===== config.mk =====
export PLATFORM = sky130hd
export DESIGN_NAME = vid_qual_decim
export DESIGN_NICKNAME = d
export VERILOG_FILES = /design/src/rtl/vqd_pkg.sv /design/src/rtl/vqd_qualify.sv /design/src/rtl/vqd_position.sv /design/src/rtl/vqd_field_decim.sv /design/src/rtl/vid_qual_decim.sv
export SDC_FILE = /design/constraint.sdc
export NUM_CORES = 1
export LEC_CHECK = 0
export ABC_CLOCK_PERIOD_IN_PS = 3450
export CAP_MARGIN = 40
export CORE_MARGIN = 2
export CORE_UTILIZATION = 48
export DETAILED_ROUTE_END_ITERATION = 8
export PLACE_DENSITY_LB_ADDON = 0.1
export REMOVE_ABC_BUFFERS = 1
export SETUP_SLACK_MARGIN = 0.1
export SLEW_MARGIN = 5
export SYNTH_ARGS = -nofsm -noshare
export SYNTH_HDL_FRONTEND = slang
export SYNTH_SLANG_ARGS = --single-unit

===== constraint.sdc =====
create_clock -name clk -period 3.45 [get_ports clk]
set_input_delay 0.69 -clock clk [delete_from_list [all_inputs] [get_ports clk]]
set_output_delay 0.69 -clock clk [all_outputs]
set_load 0.02 [all_outputs]

===== src/rtl/vqd_pkg.sv =====
package vqd_pkg;

   typedef enum logic [1:0] {
      VM_SEPARATE = 2'd0,
      VM_GRAY     = 2'd1,
      VM_MUXED    = 2'd2,
      VM_EMBEDDED = 2'd3
   } vid_mode_e;

   // Multiplexed modes deliver a pixel every clock; the others deliver one
   // every other clock and rely on the qualifier.
   function automatic logic mode_is_muxed(input logic [1:0] mode);
      return (mode == VM_MUXED) || (mode == VM_EMBEDDED);
   endfunction

   function automatic logic cycle_accepted(input logic [1:0] mode,
                                           input logic       stall_en,
                                           input logic       qual);
      if (mode_is_muxed(mode)) return stall_en ? qual : 1'b1;
      return qual;
   endfunction

endpackage


===== src/rtl/vqd_qualify.sv =====
module vqd_qualify #(
   parameter int unsigned PIX_W     = 20,
   parameter bit          HOLD_DATA = 1'b1
) (
   input  logic             clk,
   input  logic             rst_n,
   input  logic [1:0]       mode_sel_i,
   input  logic             stall_en_i,
   input  logic             qual_i,
   input  logic [PIX_W-1:0] pix_i,
   output logic             accept_o,
   output logic             pix_valid_o,
   output logic [PIX_W-1:0] pix_o
);
   import vqd_pkg::*;

   assign accept_o = cycle_accepted(mode_sel_i, stall_en_i, qual_i);

   always_ff @(posedge clk or negedge rst_n) begin
      if (!rst_n) pix_valid_o <= 1'b0;
      else        pix_valid_o <= accept_o;
   end

   generate
      if (HOLD_DATA) begin : g_hold
         // Data register keeps its last pixel across stalled cycles.
         always_ff @(posedge clk or negedge rst_n) begin
            if (!rst_n)        pix_o <= '0;
            else if (accept_o) pix_o <= pix_i;
         end
      end else begin : g_zero
         // Data register blanks to zero when no pixel is accepted.
         always_ff @(posedge clk or negedge rst_n) begin
            if (!rst_n) pix_o <= '0;
            else        pix_o <= accept_o ? pix_i : '0;
         end
      end
   endgenerate

endmodule


===== src/rtl/vqd_position.sv =====
module vqd_position #(
   parameter int unsigned X_W = 12,
   parameter int unsigned Y_W = 11
) (
   input  logic           clk,
   input  logic           rst_n,
   input  logic           accept_i,
   input  logic           line_start_i,
   input  logic           field_start_i,
   output logic [X_W-1:0] pix_x_o,
   output logic [Y_W-1:0] line_y_o
);
   localparam logic [X_W-1:0] X_ONE = X_W'(1);
   localparam logic [Y_W-1:0] Y_ONE = Y_W'(1);

   always_ff @(posedge clk or negedge rst_n) begin
      if (!rst_n) begin
         pix_x_o  <= '0;
         line_y_o <= '0;
      end else if (accept_i) begin
         if (field_start_i) begin
            pix_x_o  <= '0;
            line_y_o <= '0;
         end else if (line_start_i) begin
            pix_x_o  <= '0;
            line_y_o <= line_y_o + Y_ONE;
         end else begin
            pix_x_o  <= pix_x_o + X_ONE;
         end
      end
   end

endmodule


===== src/rtl/vqd_field_decim.sv =====
module vqd_field_decim #(
   parameter int unsigned DROP_W = 4
) (
   input  logic              clk,
   input  logic              rst_n,
   input  logic              fstart_i,
   input  logic              field_id_i,
   input  logic [DROP_W-1:0] drop_cnt_i,
   input  logic              fld_inv_i,
   output logic              field_keep_o,
   output logic              field_o
);
   localparam logic [DROP_W-1:0] CNT_ONE = DROP_W'(1);

   logic [DROP_W-1:0] skip_q;
   logic              fid_q;

   always_ff @(posedge clk or negedge rst_n) begin
      if (!rst_n) begin
         skip_q       <= '0;
         field_keep_o <= 1'b0;
         fid_q        <= 1'b0;
      end else if (fstart_i) begin
         fid_q <= field_id_i;
         if (skip_q == '0) begin
            field_keep_o <= 1'b1;
            skip_q       <= drop_cnt_i;
         end else begin
            field_keep_o <= 1'b0;
            skip_q       <= skip_q - CNT_ONE;
         end
      end
   end

   assign field_o = fid_q ^ fld_inv_i;

endmodule


===== src/rtl/vid_qual_decim.sv =====
module vid_qual_decim #(
   parameter int unsigned PIX_W     = 20,
   parameter int unsigned X_W       = 12,
   parameter int unsigned Y_W       = 11,
   parameter int unsigned DROP_W    = 4,
   parameter bit          HOLD_DATA = 1'b1
) (
   input  logic              clk,
   input  logic              rst_n,
   input  logic [1:0]        mode_sel_i,
   input  logic              stall_en_i,
   input  logic              qual_i,
   input  logic [PIX_W-1:0]  pix_i,
   input  logic              line_start_i,
   input  logic              field_start_i,
   input  logic              field_id_i,
   input  logic [DROP_W-1:0] drop_cnt_i,
   input  logic              fld_inv_i,
   output logic              pix_valid_o,
   output logic [PIX_W-1:0]  pix_o,
   output logic [X_W-1:0]    pix_x_o,
   output logic [Y_W-1:0]    line_y_o,
   output logic              field_keep_o,
   output logic              field_o
);
   generate
      if (PIX_W < 1 || PIX_W > 64) begin : g_bad_pix
         $error("vid_qual_decim: PIX_W out of range");
      end
      if (X_W < 2 || X_W > 16) begin : g_bad_x
         $error("vid_qual_decim: X_W out of range");
      end
      if (Y_W < 2 || Y_W > 16) begin : g_bad_y
         $error("vid_qual_decim: Y_W out of range");
      end
      if (DROP_W < 1 || DROP_W > 8) begin : g_bad_drop
         $error("vid_qual_decim: DROP_W out of range");
      end
   endgenerate

   logic accept;
   logic fstart_acc;

   vqd_qualify #(.PIX_W(PIX_W), .HOLD_DATA(HOLD_DATA)) u_qual (
      .clk         (clk),
      .rst_n       (rst_n),
      .mode_sel_i  (mode_sel_i),
      .stall_en_i  (stall_en_i),
      .qual_i      (qual_i),
      .pix_i       (pix_i),
      .accept_o    (accept),
      .pix_valid_o (pix_valid_o),
      .pix_o       (pix_o)
   );

   vqd_position #(.X_W(X_W), .Y_W(Y_W)) u_pos (
      .clk           (clk),
      .rst_n         (rst_n),
      .accept_i      (accept),
      .line_start_i  (line_start_i),
      .field_start_i (field_start_i),
      .pix_x_o       (pix_x_o),
      .line_y_o      (line_y_o)
   );

   assign fstart_acc = accept & field_start_i;

   vqd_field_decim #(.DROP_W(DROP_W)) u_fld (
      .clk          (clk),
      .rst_n        (rst_n),
      .fstart_i     (fstart_acc),
      .field_id_i   (field_id_i),
      .drop_cnt_i   (drop_cnt_i),
      .fld_inv_i    (fld_inv_i),
      .field_keep_o (field_keep_o),
      .field_o      (field_o)
   );

endmodule


==> flow_metrics.env, run 1 <==
export IMPL_status="complete, no violations"
export IMPL_grt_pass1_wl_um=8360
export IMPL_wl_um=5210
export IMPL_die_h_um=73.4
export IMPL_nNetsFinal=322
export IMPL_netlist_area_sq_mm=0.00231
export IMPL_io_pins=80
export IMPL_grt_usage=0.199
export IMPL_initial_core_util=0.492
export IMPL_clock_path_buffers=2
export IMPL_clk_pin_slew_ns=0.09
export IMPL_crit_fanout=1
export IMPL_clock_sinks=50
export IMPL_wl_per_cell_um=15.4
export IMPL_crit_arrival_ns=1.90
export IMPL_fin_crit_sh=0.752
export IMPL_drtIter0Drc=114
export IMPL_cts_tree="yes"
export IMPL_path_cells="clkdlybuf4s50_1 > xor2_1 > clkdlybuf4s50_1"
export IMPL_synth_top_area_share=0.542
export IMPL_drv_cap=0
export IMPL_dp_hpwl_um=3760
export IMPL_worstMarginPinSlew_ns=0.737
export IMPL_cts_setup_buffers=0
export IMPL_clock_latency_ns=0.29
export IMPL_synthCells=202
export IMPL_hp_class="input pin to async pin"
export IMPL_grt_pass1_vias=1743
export IMPL_hold_buffers=0
export IMPL_grt_ovfl_total=0
export IMPL_grt_max_degree=34
export IMPL_gp_congestion=0.805
export IMPL_fill_cells=387
export IMPL_path_class="input pin to output pin"
export IMPL_antenna_found_initial=0
export IMPL_ir_drop_uv=274
export IMPL_p_leak_nw=1.37
export IMPL_synthDominantAreaCellType="dfrtp_1"
export IMPL_relSlewSlack=0.509
export IMPL_finClkSkew_ns=0.00442
export IMPL_post_route_util=0.694
export IMPL_die_x_um=73.4
export IMPL_ys_types=40
export IMPL_synth_edff_count=0
export IMPL_n_antenna_cell=0
export IMPL_crit_family="buffers and inverters"
export IMPL_cpPeakStageDelay_ns=0.61
export IMPL_ant_nets=0
export IMPL_seq_area_frac_synth=0.542
export IMPL_hold_violations=0
export IMPL_io_buffers=78
export IMPL_ctsResizeCount=0
export IMPL_synthTopCellsByCount="50 x dfrtp_1, 21 x mux2_2, 19 x nor2_1, 17 x nand2_1, 10 x xor2_1"
export IMPL_start_kind="input pin"
export IMPL_setup_violations=0
export IMPL_synth_most_common_cell="dfrtp_1"
export IMPL_die_area_sq_mm=0.00538
export IMPL_slew_violations=0
export IMPL_yosys_top_cells_area="dfrtp_1 54%, mux2_2 10%, xor2_1 3.8%, nor2_1 3.1%, nand2_1 2.8%"
export IMPL_power_density_mw_per_mm2=453
export IMPL_cts_made_buffers=5
export IMPL_vias_per_cell=5.48
export IMPL_drive_gt1_frac=0.140
export IMPL_synth_async_sr_flop_share=1.00
export IMPL_synthToLayoutAreaGrowth_pct=41.0
export IMPL_cp_common_cell="clkdlybuf4s50_1"
export IMPL_cp_slowest_cell="clkdlybuf4s50_1"
export IMPL_h_tree_depth=2
export IMPL_yosys_warnings=0
export IMPL_fmax_mhz=386
export IMPL_firstDrtPassIters=4
export IMPL_ys_dominant_reg_cell="dfrtp_1"
export IMPL_syn_mean_instance_area_sq_um=11.4
export IMPL_synth_seq_cells=50
export IMPL_setup_tns_ns=0
export IMPL_period_minus_slack_ns=2.59
export IMPL_cp_buffers_inverters=2
export IMPL_dr_total_vias=1857
export IMPL_worstPathRequired_ns=2.76
export IMPL_rsz0062_at_grt="false"
export IMPL_post_route_drc_count=0
export IMPL_core_sq_mm=0.00469
export IMPL_fp_row_count=25
export IMPL_crit_path_end_kind="output pin"
export IMPL_cts_root_buf="clkbuf_8"
==> layout by cell type, fill, tap and decap left out, types with 2 or more instances in the layout <==
cell type | Yosys | routed
clkdlybuf4s50_1 | 0 | 77
dfrtp_1 | 50 | 50
mux2_2 | 21 | 21
nor2_1 | 19 | 18
nand2_1 | 17 | 17
xor2_1 | 10 | 10
nand3_1 | 8 | 8
inv_1 | 6 | 6
a21oi_1 | 6 | 6
clkbuf_8 | 0 | 6
o211ai_1 | 5 | 5
o21ai_0 | 5 | 5
xnor2_1 | 5 | 5
buf_4 | 2 | 5
and3_1 | 3 | 3
o2111ai_1 | 3 | 3
o31ai_1 | 3 | 3
nand4_1 | 3 | 3
or4_1 | 3 | 3
ha_1 | 3 | 3
o21ai_2 | 2 | 2
or3_1 | 2 | 2
o41ai_1 | 2 | 2
a2111oi_0 | 2 | 2
mux2i_1 | 2 | 2
a211oi_1 | 2 | 2
==> layout make-up <==
cell class                      instances  area [sq um]  area share
Clock buffer                            6          82.6      0.0254
Inverter                                6          22.5     0.00692
Clock inverter                          1          30.0     0.00923
Multi-Input combinational cell        139           987       0.303
Tap cell                               54          67.6      0.0208
Timing Repair Buffer                   83           813       0.250
Sequential cell                        50          1250       0.384
==> logic make-up after synthesis <==
family / share of synthesized area
buffers and inverters: 0.0314
and+or+nand+nor: 0.137
DFF: 0.542
AOI/OAI and AO/OA: 0.106
xor gates and xnor gates: 0.0569
adders and majority gates: 0.0163
muxes: 0.111
==> final timing paths <==
check,startpoint,endpoint,slack (ns),cells past startpoint
worst min-delay path,rst_n,u_pos.line_y_o[10]$_DFFE_PN0P_,0.45,1
worst max register to register,u_pos.line_y_o[0]$_DFFE_PN0P_,u_pos.line_y_o[6]$_DFFE_PN0P_,1.83,5
worst min register to register,u_fld.field_keep_o$_DFFE_PN0P_,u_fld.field_keep_o$_DFFE_PN0P_,0.49,2
min in group clk,u_fld.field_keep_o$_DFFE_PN0P_,u_fld.field_keep_o$_DFFE_PN0P_,0.49,2
max in group asynchronous,rst_n,u_pos.pix_x_o[4]$_DFFE_PN0P_,2.26,2
worst max-delay path,fld_inv_i,field_o,0.86,3
==> stage by stage <==
stage	cells	total power, mW	cell area [sq um]	setup WS, ns	hold slack (ns)
after floorplan	195	0.892	2260	0.830	0.394
after global placement	332	1.06	3140	0.857	0.464
after detailed placement	332	1.07	3140	0.856	0.475
after CTS	339	1.49	3250	0.851	0.480
after global routing	339	1.56	3250	0.805	0.508
final	339	1.47	3250	0.857	0.449
==> per-layer routing <==
| layer | vias to the layer above | GRT usage | routed length [um] |
|---|---|---|---|
| li1 | 887 | - | - |
| met1 | 925 | 0.265 | 2280 |
| met2 | 43 | 0.335 | 2710 |
| met3 | 2 | 0.0453 | 194 |
| met4 | 0 | 0.0404 | 23 |
| met5 | - | 0 | 0 |
==> sequential cells by signal (all words and copies together) (netlist names) <==
signal              count
u_qual.pix_o           20
u_pos.pix_x_o          12
u_pos.line_y_o         11
u_fld.skip_q            4
u_fld.fid_q             1
u_fld.field_keep_o      1
u_qual.pix_valid_o      1
==> worst register-to-register path, stage by stage, from the launching register on <==
cell     delay [ns]
dfrtp_1        0.44
ha_1           0.22
and3_1         0.21
nand3_1        0.12
or4_1          0.42
a21oi_1        0.15
==> power by group <==
part	leakage (nW)	switching, mW	internal, mW
sequential	0.637	0.0511	0.649
combinational	0.674	0.176	0.180
clock	0.0573	0.187	0.232
Note: power is estimated with default switching activity, not from simulation.
==> run 2, diff against run 1 <==
- ABC_CLOCK_PERIOD_IN_PS: 3450 -> 2200
- CORE_UTILIZATION: 48 -> 41
- clock period: 3.45 -> 2.2 ns (I/O delays scaled with it)
==> flow_metrics.env, run 2 (synthesized netlist as in run 1, its figures left out) <==
export IMPL_status="complete, no violations"
export IMPL_n_antenna_cell=0
export IMPL_path_cells="clkdlybuf4s50_1"
export IMPL_setup_violations=0
export IMPL_hold_violations=0
export IMPL_wl_um=5170
export IMPL_gp_congestion=0.783
export IMPL_h_tree_depth=2
export IMPL_start_kind="flop"
export IMPL_fin_crit_sh=0.844
export IMPL_drv_cap=0
export IMPL_cts_root_buf="clkbuf_8"
export IMPL_ir_drop_uv=375
export IMPL_place_inst=355
export IMPL_clk_pin_slew_ns=0.10
export IMPL_cpPeakStageDelay_ns=0.64
export IMPL_cts_tree="yes"
export IMPL_relSlewSlack=0.605
export IMPL_cp_slowest_cell="clkdlybuf4s50_1"
export IMPL_crit_family="buffers and inverters"
export IMPL_die_x_um=79.0
export IMPL_pre_cts_ws_ns=0.0932
export IMPL_power_density_mw_per_mm2=670
export IMPL_die_area_sq_mm=0.00625
export IMPL_grt_pass1_wl_um=8550
export IMPL_antenna_found_initial=0
export IMPL_io_pins=80
export IMPL_firstDrtPassIters=4
export IMPL_post_route_drc_count=0
export IMPL_drive_gt1_frac=0.158
export IMPL_crit_arrival_ns=1.42
export IMPL_vias_per_cell=5.10
export IMPL_layoutNonFillerInstCount=363
export IMPL_cts_made_buffers=5
export IMPL_worstPathRequired_ns=1.76
export IMPL_fmax_mhz=539
export IMPL_nNetsFinal=327
export IMPL_top_register="u_qual.pix_o"
export IMPL_cp_buffers_inverters=1
export IMPL_path_class="flop to output pin"
export IMPL_hp_class="input pin to async pin"
export IMPL_clock_latency_ns=0.31
export IMPL_reg_top3="u_qual.pix_o: 20 flops, u_pos.pix_x_o: 12 flops, u_pos.line_y_o: 11 flops"
export IMPL_mostFrequentLayoutCells="76 x clkdlybuf4s50_1, 50 x dfrtp_1, 21 x mux2_2"
export IMPL_cts_setup_buffers=0
export IMPL_dr_total_vias=1852
export IMPL_die_h_um=79.0
export IMPL_setup_tns_ns=0
export IMPL_crit_fanout=6
export IMPL_core_sq_mm=0.00547
export IMPL_clock_path_buffers=2
export IMPL_ant_nets=0
export IMPL_finClkSkew_ns=0.0166
export IMPL_initial_core_util=0.422
export IMPL_period_minus_slack_ns=1.86
export IMPL_ctsResizeCount=1
export IMPL_dp_hpwl_um=3760
export IMPL_layout_commonest_cell="clkdlybuf4s50_1"
export IMPL_grt_max_degree=29
export IMPL_p_leak_nw=1.40
export IMPL_wl_per_cell_um=14.2
export IMPL_finalPower_mw=2.23
export IMPL_crit_path_end_kind="output pin"
export IMPL_drtIter0Drc=39
export IMPL_io_buffers=78
export IMPL_grt_usage=0.175
export IMPL_fin_ws_ns=0.343
export IMPL_hold_buffers=0
export IMPL_rsz0062_at_grt="false"
export IMPL_clock_sinks=50
export IMPL_fp_row_count=27
export IMPL_grt_pass1_vias=1905
export IMPL_largest_reg_flops=20
export IMPL_slew_violations=0
export IMPL_grt_ovfl_total=0
export IMPL_synthToLayoutAreaGrowth_pct=44.4
export IMPL_worstMarginPinSlew_ns=0.593
## run 2: cell count changes in the layout (fill, tap and decap cells not counted)
| cell | before | now |
|---|---|---|
| buf_12 | 0 | 3 |
| buf_4 | 5 | 7 |
| bufinv_16 | 1 | 0 |
| clkdlybuf4s50_1 | 77 | 76 |
| clkinv_2 | 0 | 1 |
| clkinvlp_4 | 0 | 1 |
| dlygate4sd2_1 | 0 | 1 |
## run 2: metal layers
| layer | vias to the layer above | global-route usage | part of all wire |
|---|---|---|---|
| met2 | 56 | 0.291 | 0.47 |
| met3 | 7 | 0.0636 | 0.076 |
| met1 | 886 | 0.212 | 0.44 |
| li1 | 903 | - | - |
| met5 | - | 0 | 0 |
| met4 | 0 | 0.0534 | 0.014 |
## run 2: final timing paths
path / start / endpoint / slack (ns) / cells after the start
max: u_pos.line_y_o[2]$_DFFE_PN0P_ / line_y_o[2] / 0.34 / 1
min: rst_n / u_pos.line_y_o[0]$_DFFE_PN0P_ / 0.12 / 1
max reg2reg: u_pos.line_y_o[0]$_DFFE_PN0P_ / u_pos.line_y_o[6]$_DFFE_PN0P_ / 0.57 / 5
min reg2reg: u_fld.field_keep_o$_DFFE_PN0P_ / u_fld.field_keep_o$_DFFE_PN0P_ / 0.49 / 2
max in group asynchronous: rst_n / u_pos.pix_x_o[1]$_DFFE_PN0P_ / 1.52 / 2
min in group clk: u_fld.field_keep_o$_DFFE_PN0P_ / u_fld.field_keep_o$_DFFE_PN0P_ / 0.49 / 2
## run 2: power by group
group          total, mW  internal [mW]  switching, mW
logic              0.568          0.293          0.275
clock network      0.568          0.254          0.314
registers           1.10           1.02         0.0814
total               2.23           1.56          0.671
## run 2: cell type report
| class | instances | area (sq um) |
|---|---|---|
| flip-flops and latches | 50 | 1250 |
| multi-input cells | 139 | 987 |
| clock inverters | 2 | 12.5 |
| fillers | 475 | 2140 |
| well taps | 72 | 90.1 |
| clock buffers | 6 | 82.6 |
| repair buffers | 88 | 887 |
| inverters | 6 | 22.5 |
## run 2: per-stage QoR
| step | instance area [sq um] | hold slack (ns) | utilization |
|---|---|---|---|
| after detailed placement | 3240 | 0.470 | 0.592 |
| after global placement | 3240 | 0.460 | 0.592 |
| after CTS | 3330 | 0.135 | 0.609 |
| after floorplan | 2260 | 0.144 | - |
| final | 3330 | 0.121 | 0.609 |
| after global routing | 3330 | 0.161 | 0.609 |
## run 2: worst register-to-register path, cell delays in order (launching register included)
cell     delay [ns]
dfrtp_1        0.45
ha_1           0.23
and3_1         0.22
nand3_1        0.10
or4_1          0.41
a21oi_1        0.16
